==> src/rtl/irq_agg_pkg.sv <==
package irq_agg_pkg;

    localparam int MAX_W  = 64;
    localparam int OFS_EN = 0;
    localparam int OFS_ST = 4;

    function automatic int popcount(logic [MAX_W-1:0] m);
        int n;
        n = 0;
        for (int b = 0; b < MAX_W; b++) begin
            if (m[b]) n++;
        end
        return n;
    endfunction

    // Position of the idx-th set bit, counting upward from bit 0.
    function automatic int nth_set(logic [MAX_W-1:0] m, int idx);
        int seen;
        int pos;
        seen = 0;
        pos  = 0;
        for (int b = 0; b < MAX_W; b++) begin
            if (m[b]) begin
                if (seen == idx) pos = b;
                seen++;
            end
        end
        return pos;
    endfunction

endpackage

==> src/rtl/irq_agg_sync.sv <==
module irq_agg_sync #(
    parameter int SRC_W = 32
) (
    input  logic             clk,
    input  logic             rst_n,
    input  logic [SRC_W-1:0] async_i,
    output logic [SRC_W-1:0] sync_o
);

    typedef struct packed {
        logic [SRC_W-1:0] s1;
        logic [SRC_W-1:0] s2;
    } sync_t;

    sync_t st_d, st_q;

    always_comb begin
        st_d.s1 = async_i;
        st_d.s2 = st_q.s1;
    end

    always_ff @(posedge clk or negedge rst_n) begin
        if (!rst_n) st_q <= '0;
        else        st_q <= st_d;
    end

    assign sync_o = st_q.s2;

endmodule

==> src/rtl/irq_agg_regs.sv <==
module irq_agg_regs
    import irq_agg_pkg::*;
#(
    parameter int               SRC_W     = 32,
    parameter int               ADDR_W    = 4,
    parameter logic [SRC_W-1:0] CONN_MASK = '1,
    parameter logic [SRC_W-1:0] GRP_MASK  = '1
) (
    input  logic              clk,
    input  logic              rst_n,
    input  logic [ADDR_W-1:0] addr_i,
    input  logic              wen_i,
    input  logic [SRC_W-1:0]  wdata_i,
    input  logic [SRC_W-1:0]  sync_i,
    output logic [SRC_W-1:0]  en_o,
    output logic [SRC_W-1:0]  rdata_o
);

    localparam logic [ADDR_W-1:0] A_EN = ADDR_W'(OFS_EN);
    localparam logic [ADDR_W-1:0] A_ST = ADDR_W'(OFS_ST);

    typedef struct packed {
        logic [SRC_W-1:0] en;
    } regs_t;

    regs_t rg_d, rg_q;
    logic [SRC_W-1:0] status;

    always_comb begin
        rg_d = rg_q;
        if (wen_i && (addr_i == A_EN)) begin
            rg_d.en = wdata_i & CONN_MASK;
        end
    end

    always_ff @(posedge clk or negedge rst_n) begin
        if (!rst_n) rg_q <= '0;
        else        rg_q <= rg_d;
    end

    always_comb begin
        status = sync_i & rg_q.en & GRP_MASK;
        if (addr_i == A_EN)      rdata_o = rg_q.en;
        else if (addr_i == A_ST) rdata_o = status;
        else                     rdata_o = '0;
    end

    assign en_o = rg_q.en;

    AST_OTHER_WRITE_IGNORED: assert property (@(posedge clk) disable iff (!rst_n)
        (wen_i && (addr_i != A_EN)) |=> $stable(en_o));

endmodule

==> src/rtl/irq_agg_route.sv <==
module irq_agg_route
    import irq_agg_pkg::*;
#(
    parameter int                              SRC_W    = 32,
    parameter int                              NUM_OUT  = 2,
    parameter logic [NUM_OUT-1:0][SRC_W-1:0]   OUT_MAP  = '0,
    parameter logic [SRC_W-1:0]                FWD_MASK = '0,
    parameter int                              NUM_FWD  = 1
) (
    input  logic               clk,
    input  logic               rst_n,
    input  logic [SRC_W-1:0]   sync_i,
    input  logic [SRC_W-1:0]   en_i,
    output logic [NUM_OUT-1:0] grp_o,
    output logic [NUM_FWD-1:0] fwd_o
);

    typedef struct packed {
        logic [NUM_OUT-1:0] grp;
        logic [NUM_FWD-1:0] fwd;
    } route_t;

    route_t rt_d, rt_q;
    logic [SRC_W-1:0] gated;

    always_comb begin
        gated = sync_i & en_i & ~FWD_MASK;
        for (int k = 0; k < NUM_OUT; k++) begin
            rt_d.grp[k] = |(gated & OUT_MAP[k]);
        end
        for (int i = 0; i < NUM_FWD; i++) begin
            rt_d.fwd[i] = sync_i[nth_set(MAX_W'(FWD_MASK), i)];
        end
    end

    always_ff @(posedge clk or negedge rst_n) begin
        if (!rst_n) rt_q <= '0;
        else        rt_q <= rt_d;
    end

    assign grp_o = rt_q.grp;
    assign fwd_o = rt_q.fwd;

    for (genvar k = 0; k < NUM_OUT; k++) begin : g_chk
        AST_GRP_NEEDS_ENABLE: assert property (@(posedge clk) disable iff (!rst_n)
            grp_o[k] |-> ($past(en_i & OUT_MAP[k]) != '0));
    end

endmodule

==> src/rtl/irq_cascade_agg.sv <==
module irq_cascade_agg
    import irq_agg_pkg::*;
#(
    parameter int                            SRC_W    = 32,
    parameter int                            NUM_OUT  = 2,
    parameter logic [NUM_OUT-1:0][SRC_W-1:0] OUT_MAP  = {32'h0000_0140, 32'h0000_0EB8},
    parameter logic [SRC_W-1:0]              FWD_MASK = 32'h0000_0007,
    parameter int                            ADDR_W   = 4,
    localparam int                           NUM_FWD  = popcount(MAX_W'(FWD_MASK))
) (
    input  logic               clk,
    input  logic               rst_n,
    input  logic [SRC_W-1:0]   src_i,
    input  logic [ADDR_W-1:0]  bus_addr_i,
    input  logic               bus_wen_i,
    input  logic [SRC_W-1:0]   bus_wdata_i,
    output logic [SRC_W-1:0]   bus_rdata_o,
    output logic [NUM_OUT-1:0] grp_irq_o,
    output logic [NUM_FWD-1:0] fwd_irq_o
);

    function automatic logic [SRC_W-1:0] map_union();
        logic [SRC_W-1:0] u;
        u = '0;
        for (int k = 0; k < NUM_OUT; k++) u |= OUT_MAP[k];
        return u;
    endfunction

    localparam logic [SRC_W-1:0] MAP_ALL   = map_union();
    localparam logic [SRC_W-1:0] CONN_MASK = MAP_ALL | FWD_MASK;
    localparam logic [SRC_W-1:0] GRP_MASK  = MAP_ALL & ~FWD_MASK;
    localparam logic [ADDR_W-1:0] A_ST     = ADDR_W'(OFS_ST);

    for (genvar i = 0; i < NUM_OUT; i++) begin : g_ovl_i
        for (genvar j = i + 1; j < NUM_OUT; j++) begin : g_ovl_j
            if ((OUT_MAP[i] & OUT_MAP[j]) != '0) begin : g_bad
                $error("map masks %0d and %0d share source bits", i, j);
            end
        end
    end

    logic [SRC_W-1:0] sync_src;
    logic [SRC_W-1:0] en;

    irq_agg_sync #(.SRC_W(SRC_W)) u_sync (
        .clk     (clk),
        .rst_n   (rst_n),
        .async_i (src_i),
        .sync_o  (sync_src)
    );

    irq_agg_regs #(
        .SRC_W     (SRC_W),
        .ADDR_W    (ADDR_W),
        .CONN_MASK (CONN_MASK),
        .GRP_MASK  (GRP_MASK)
    ) u_regs (
        .clk     (clk),
        .rst_n   (rst_n),
        .addr_i  (bus_addr_i),
        .wen_i   (bus_wen_i),
        .wdata_i (bus_wdata_i),
        .sync_i  (sync_src),
        .en_o    (en),
        .rdata_o (bus_rdata_o)
    );

    irq_agg_route #(
        .SRC_W    (SRC_W),
        .NUM_OUT  (NUM_OUT),
        .OUT_MAP  (OUT_MAP),
        .FWD_MASK (FWD_MASK),
        .NUM_FWD  (NUM_FWD)
    ) u_route (
        .clk    (clk),
        .rst_n  (rst_n),
        .sync_i (sync_src),
        .en_i   (en),
        .grp_o  (grp_irq_o),
        .fwd_o  (fwd_irq_o)
    );

    // Cycles since reset, saturating, for the latency check below.
    logic [1:0] age_q;
    always_ff @(posedge clk or negedge rst_n) begin
        if (!rst_n)              age_q <= '0;
        else if (age_q != 2'd3)  age_q <= age_q + 2'd1;
    end

    AST_STATUS_ONLY_GROUP: assert property (@(posedge clk) disable iff (!rst_n)
        (bus_addr_i == A_ST) |-> ((bus_rdata_o & ~GRP_MASK) == '0));

    for (genvar i = 0; i < NUM_FWD; i++) begin : g_fwd_chk
        localparam int POS = nth_set(MAX_W'(FWD_MASK), i);
        AST_FWD_LATENCY: assert property (@(posedge clk) disable iff (!rst_n)
            (age_q == 2'd3) |-> (fwd_irq_o[i] == $past(src_i[POS], 3)));
    end

endmodule

==> config.mk <==
export PLATFORM = sky130hd
export DESIGN_NAME = irq_cascade_agg
export DESIGN_NICKNAME = d
export VERILOG_FILES = /design/src/rtl/irq_agg_pkg.sv /design/src/rtl/irq_agg_sync.sv /design/src/rtl/irq_agg_regs.sv /design/src/rtl/irq_agg_route.sv /design/src/rtl/irq_cascade_agg.sv
export SDC_FILE = /design/constraint.sdc
export NUM_CORES = 1
export LEC_CHECK = 0
export BUFFER_PORTS_ARGS = -buffer_cell sky130_fd_sc_hd__buf_2
export CORE_UTILIZATION = 41
export DETAILED_ROUTE_END_ITERATION = 12
export GPL_TIMING_DRIVEN = 0
export PLACE_DENSITY = 0.88
export SLEW_MARGIN = 20
export SYNTH_ARGS = -nofsm -noshare
export SYNTH_HDL_FRONTEND = slang
export SYNTH_SLANG_ARGS = --single-unit
==> constraint.sdc <==
create_clock -name clk -period 1.24 [get_ports clk]
set_clock_uncertainty 0.2 [all_clocks]
set_input_delay 0.124 -clock clk [delete_from_list [all_inputs] [get_ports clk]]
set_output_delay 0.124 -clock clk [all_outputs]
set_load 0.05 [all_outputs]
==> qor.yml, run 1 <==
yosys:
  yosysSeqAreaShare: 0.651
  synth.distinct_cells: 16
  yosysTopAreaCellShare: 0.651
  yosysTopAreaCell: "dfrtp_1"
  syn-cell-area_um2: 1580
  yosys_warnings: 0
  postSynthCellCount: 105
  syn_area_per_cell_um2: 15.0
  ys_seq_elements: 41
  synth_area_leaders: "dfrtp_1 65%, buf_4 9.5%, mux2_4 9.5%, and3_1 3.6%, nand2b_1 3.6%"
run_status:
  violations: "negative hold slack, negative setup slack"
  status: "complete, but fails checks"
detailed_routing:
  dr.pass1.iters: 4
  via_per_inst: 4.22
  vias: 1089
  drt-total-wl_um: 3340
  drt_iter0_drc: 26
  final_antenna_net_count: 0
  post-route-drc-count: 0
  routedWlPerCell_um: 13.0
power:
  p_leak_nw: 1.31
  vdd_drop_max_uv: 972
  powerDensity_nw_per_um2: 1300
  design_power_total_w: 0.00329
clock_network:
  clock-sinks: 41
  clk_pin_slew_ns: 0.09
  root_buffer: "clkbuf_8"
  postCtsHoldBufs: 24
  cts_made_buffers: 5
  clock_latency_ns: 0.29
  cts_tree: "built"
  htree_levels: 2
  cts_buffer_depth: 2
sta:
  period_needed_ns: 1.48
  rsz0062_at_grt: "true"
  setup_ws_ns: -0.243
  hold_violations: 41
  setup_viol: 21
  worst_slew_pin_slew_ns: 0.889
  fmax_mhz: 674
  tns_ns: -2.38
  timing.final.crit_share: 1.20
  hold_slack_ns: -0.258
  drv_slew: 0
  max_slew_margin: 0.407
global_route:
  grt_remaining_overflow: 0
  grt_max_degree: 42
  track_usage: 0.176
  grt_pass1_vias: 1125
  antenna_found_initial: 0
  grt_pass1_wl_um: 5150
floorplanning:
  start_util: 0.431
  io_pins: 108
  die_h_um: 64.0
  rows: 22
  coreArea_um2: 3660
  die-area_um2: 4100
  die_width_um: 64.0
placed_design:
  placed_area_um2: 1960
  port_buffers: 47
  place_hpwl_um: 2010
  pre_cts_slack_ns: -0.441
  gp_congestion: 0.715
setup_path:
  reg2reg_slack_ns: -0.01
  start_kind: "register"
  required_ns: 0.92
  criticalPathCategory: "reg2out"
  crit_fanout: 2
  setup.worst_path.end_class: "primary output"
  critPathArrivalTime_ns: 1.16
min_path:
  hold_class: "in2async"
layout:
  nets: 280
  finish.instance_area_um2: 2530
  fillers: 269
  num_antenna_cells: 0
  syn2layout_area_growth_pct: 60.6
  drive_gt1_frac: 0.529
job:
  cap_violations: 0
[worst paths after layout]
path,startpoint,endpoint,depth (start not counted)
min reg2reg,u_sync.st_d[9],u_sync.sync_o[9],0
min in group clk,bus_wen_i,u_regs.en_o[0],3
max,u_sync.sync_o[9],bus_rdata_o[9],3
max in group asynchronous,rst_n,u_sync.st_d[9],1
min,rst_n,u_regs.en_o[1],1
max reg2reg,u_sync.sync_o[10],u_route.grp_o[0],3
[cell usage after synthesis (all sizes together)]
cell,number
buf,21
mux2,12
dfrtp,41
clkbuf,2
nor3,1
conb,1
a222oi,1
a22o,1
and3b,3
a22oi,2
nand3,1
nand2b,9
nand3b,1
and3,9
[layer usage]
layer	up-vias	GRT usage	wire, um
met3	4	0.0643	260
li1	518	-	-
met2	50	0.322	1860
met4	0	0.0511	38
met5	-	0	0
met1	517	0.188	1190
[power breakdown]
group / internal (W) / switching (W)
Clock: 0.000417 / 0.000507
Combinational: 0.000376 / 0.000406
Sequential: 0.00149 / 0.0000935
Total: 0.00228 / 0.00101
[timing repair]
action	CTS	global route
gates resized for setup	50	6
setup endpoints to repair	15	15
setup buffers	4	4
gates cloned	0	0
pin swaps	8	3
endpoints found under the hold margin	65	41
[logic make-up after synthesis]
kind of cell           after synthesis  synth area share
AOI/OAI and AO/OA                    4            0.0214
muxes                               12             0.110
and+or+nand+nor                     24             0.109
DFF                                 41             0.651
buffers and inverters               23             0.107
other                                1           0.00238
[cells in the final DEF, fill, tap and decap left out, types with 3 or more instances in the layout]
| cell | Yosys | routed |
|---|---|---|
| and3_4 | 0 | 9 |
| buf_2 | 0 | 31 |
| buf_4 | 20 | 29 |
| buf_6 | 1 | 4 |
| buf_8 | 0 | 11 |
| clkbuf_8 | 0 | 5 |
| conb_1 | 1 | 20 |
| dfrtp_1 | 41 | 41 |
| dlygate4sd3_1 | 0 | 24 |
| inv_6 | 0 | 3 |
| mux2_4 | 10 | 10 |
| nand2b_1 | 9 | 7 |
[flip-flops by register name (all words and copies together) (netlist names)]
signal and count:
u_route.grp_o 2, u_regs.en_o 12, u_sync.sync_o 12, u_sync.st_d 12, u_route.fwd_o 3
[critical path: stages, from the launching register on]
cell	delay [ns]
dfrtp_1	0.39
nand2b_1	0.16
and3_4	0.17
buf_8	0.14
[cell type report]
type                    count  area, um2  share of cell area
flip-flops and latches     41       1030               0.405
repair buffers             78        654               0.259
multi-input cells          60        514               0.203
plain buffers              23        181              0.0717
clock buffers               5       68.8              0.0272
well taps                  48       60.1              0.0237
clock inverters             3       26.3              0.0104
[metrics by stage]
step / util / instances
floorplan: - / 124
global placement: 0.534 / 219
detailed placement: 0.534 / 219
CTS: 0.680 / 255
global route: 0.691 / 258
finish: 0.691 / 258
(Power assumes the default switching activity.)
==> run 2: changes to the inputs <==
SETUP_SLACK_MARGIN = 0.2   (was default)
==> qor.yml, run 2 (synthesis gave the netlist of run 1 again) <==
run_status:
  status: "complete, but fails checks"
  violations: "negative hold slack, negative setup slack"
global_route:
  grt_pass1_wl_um: 5100
  antenna_found_initial: 0
  grt_max_degree: 42
  grt_pass1_vias: 1059
  grt_remaining_overflow: 0
  track_usage: 0.172
layout:
  num_antenna_cells: 0
  nets: 272
  syn2layout_area_growth_pct: 60.8
  fin_util: 0.692
  drive_gt1_frac: 0.574
  fillers: 252
  fin_cells: 250
  layout_common_cells: "41 x dfrtp_1, 28 x buf_2, 26 x buf_4"
  final_common_cell: "dfrtp_1"
power:
  swShare: 0.276
  p_leak_nw: 1.31
  p_seq_frac: 0.463
  p_sw_w: 0.000946
  power_frac_comb: 0.230
  vdd_drop_max_uv: 1010
  powerDensity_nw_per_um2: 1350
  p_clk_frac: 0.306
  p_int_w: 0.00248
placed_design:
  gp_congestion: 0.692
  placedCellCount: 219
  pre_cts_slack_ns: -0.481
  place_hpwl_um: 1990
  port_buffers: 47
detailed_routing:
  dr.pass1.iters: 4
  vias: 1070
  via_per_inst: 4.28
  drt_iter0_drc: 21
  routedWlPerCell_um: 12.8
  final_antenna_net_count: 0
  post-route-drc-count: 0
  drt-total-wl_um: 3210
sta:
  setup_viol: 23
  tns_ns: -2.87
  drv_slew: 0
  max_slew_margin: 0.425
  fmax_mhz: 682
  setup_ws_ns: -0.225
  timing.final.crit_share: 1.18
  worst_slew_pin_slew_ns: 0.862
  rsz0062_at_grt: "true"
  period_needed_ns: 1.47
  hold_violations: 49
  hold_slack_ns: -0.258
floorplanning:
  rows: 22
  die-area_um2: 4100
  start_util: 0.431
  io_pins: 108
  die_width_um: 64.0
  coreArea_um2: 3660
  die_h_um: 64.0
clock_network:
  htree_levels: 2
  clock-sinks: 41
  root_buffer: "clkbuf_8"
  cts_tree: "built"
  cts_buffer_depth: 2
  clk_pin_slew_ns: 0.08
  cts_made_buffers: 5
  clock_latency_ns: 0.29
setup_path:
  required_ns: 0.92
  crit_chain: "nand2b_4, and3_4, buf_8"
  start_kind: "register"
  cp_slowest_stage_delay_ns: 0.39
  crit_fanout: 2
  critical_path.slowest_cell: "dfrtp_1"
  setup.worst_path.end_class: "primary output"
  criticalPathCategory: "reg2out"
  reg2reg_slack_ns: 0
  critPathArrivalTime_ns: 1.14
job:
  cap_violations: 0
min_path:
  hold_class: "in2async"
run 2: changes by cell type in the layout (fill, tap and decap cells not counted), sizes merged:
cell	change
dlygate4sd3	-8
buf	-1
clkinv	+1
inv	-3
bufinv	+1
clkbuf	+2
run 2: per-stage QoR:
step | hold slack [ns] | total power, W | cell area (um2)
6_report | -0.258 | 0.00342 | 2530
5_1_grt | -0.192 | 0.00357 | 2530
4_1_cts | -0.233 | 0.00342 | 2490
3_5_place_dp | 0.0333 | 0.00222 | 1960
3_3_place_gp | 0.0318 | 0.00220 | 1960
2_1_floorplan | -0.372 | 0.00206 | 1660
run 2: final timing paths:
check                                 start               end  cells past startpoint
setup / recovery           u_sync.sync_o[3]    bus_rdata_o[3]                      3
hold / removal                        rst_n    u_sync.st_d[0]                      1
setup reg to reg             u_regs.en_o[5]  u_route.grp_o[0]                      2
hold reg to reg              u_sync.st_d[5]  u_sync.sync_o[5]                      0
max in group asynchronous             rst_n    u_regs.en_o[3]                      1
min in group clk             bus_wdata_i[9]    u_regs.en_o[9]                      2
run 2: final cells by class:
| class | instances | area (um2) | area share |
|---|---|---|---|
| sequential | 41 | 1030 | 0.405 |
| timing repair buffer | 70 | 608 | 0.240 |
| multi-input combinational | 60 | 547 | 0.216 |
| buffer | 23 | 183 | 0.0721 |
| clock buffer | 6 | 72.6 | 0.0286 |
| tap | 48 | 60.1 | 0.0237 |
| clock inverter | 2 | 38.8 | 0.0153 |
run 2: critical path, delay by kind of cell (launching register included):
kind          cells  cell delay (ns)
simple gates      2             0.32
buf+inv           1             0.14
flops             1             0.39
run 2: timing repair:
| action | in CTS | in global routing |
|---|---|---|
| buffers inserted | 3 | 3 |
| gates resized for setup | 64 | 5 |
| hold buffers | 15 | 1 |
| pin swaps | 8 | 3 |
| cloned | 1 | 0 |
| setup endpoints to repair | 28 | 30 |
| hold endpoints to repair | 65 | 50 |
run 2: metal layers:
| metal | track usage | wire length, um | share of wire | vias up |
|---|---|---|---|---|
| met5 | 0 | 0 | 0 | - |
| met4 | 0.0597 | 38 | 0.012 | 0 |
| met3 | 0.0518 | 196 | 0.061 | 4 |
| met2 | 0.295 | 1710 | 0.53 | 46 |
| met1 | 0.203 | 1260 | 0.39 | 513 |
| li1 | - | - | - | 507 |
run 2: power by group through the flow:
| stage | sequential [W] | combinational [W] | clock, W |
|---|---|---|---|
| 2_1_floorplan | 0.00165 | 0.000414 | 0 |
| 3_3_place_gp | 0.00159 | 0.000610 | 0 |
| 3_5_place_dp | 0.00160 | 0.000625 | 0 |
| 4_1_cts | 0.00158 | 0.000764 | 0.00108 |
| 5_1_grt | 0.00160 | 0.000832 | 0.00114 |
| 6_report | 0.00159 | 0.000788 | 0.00105 |
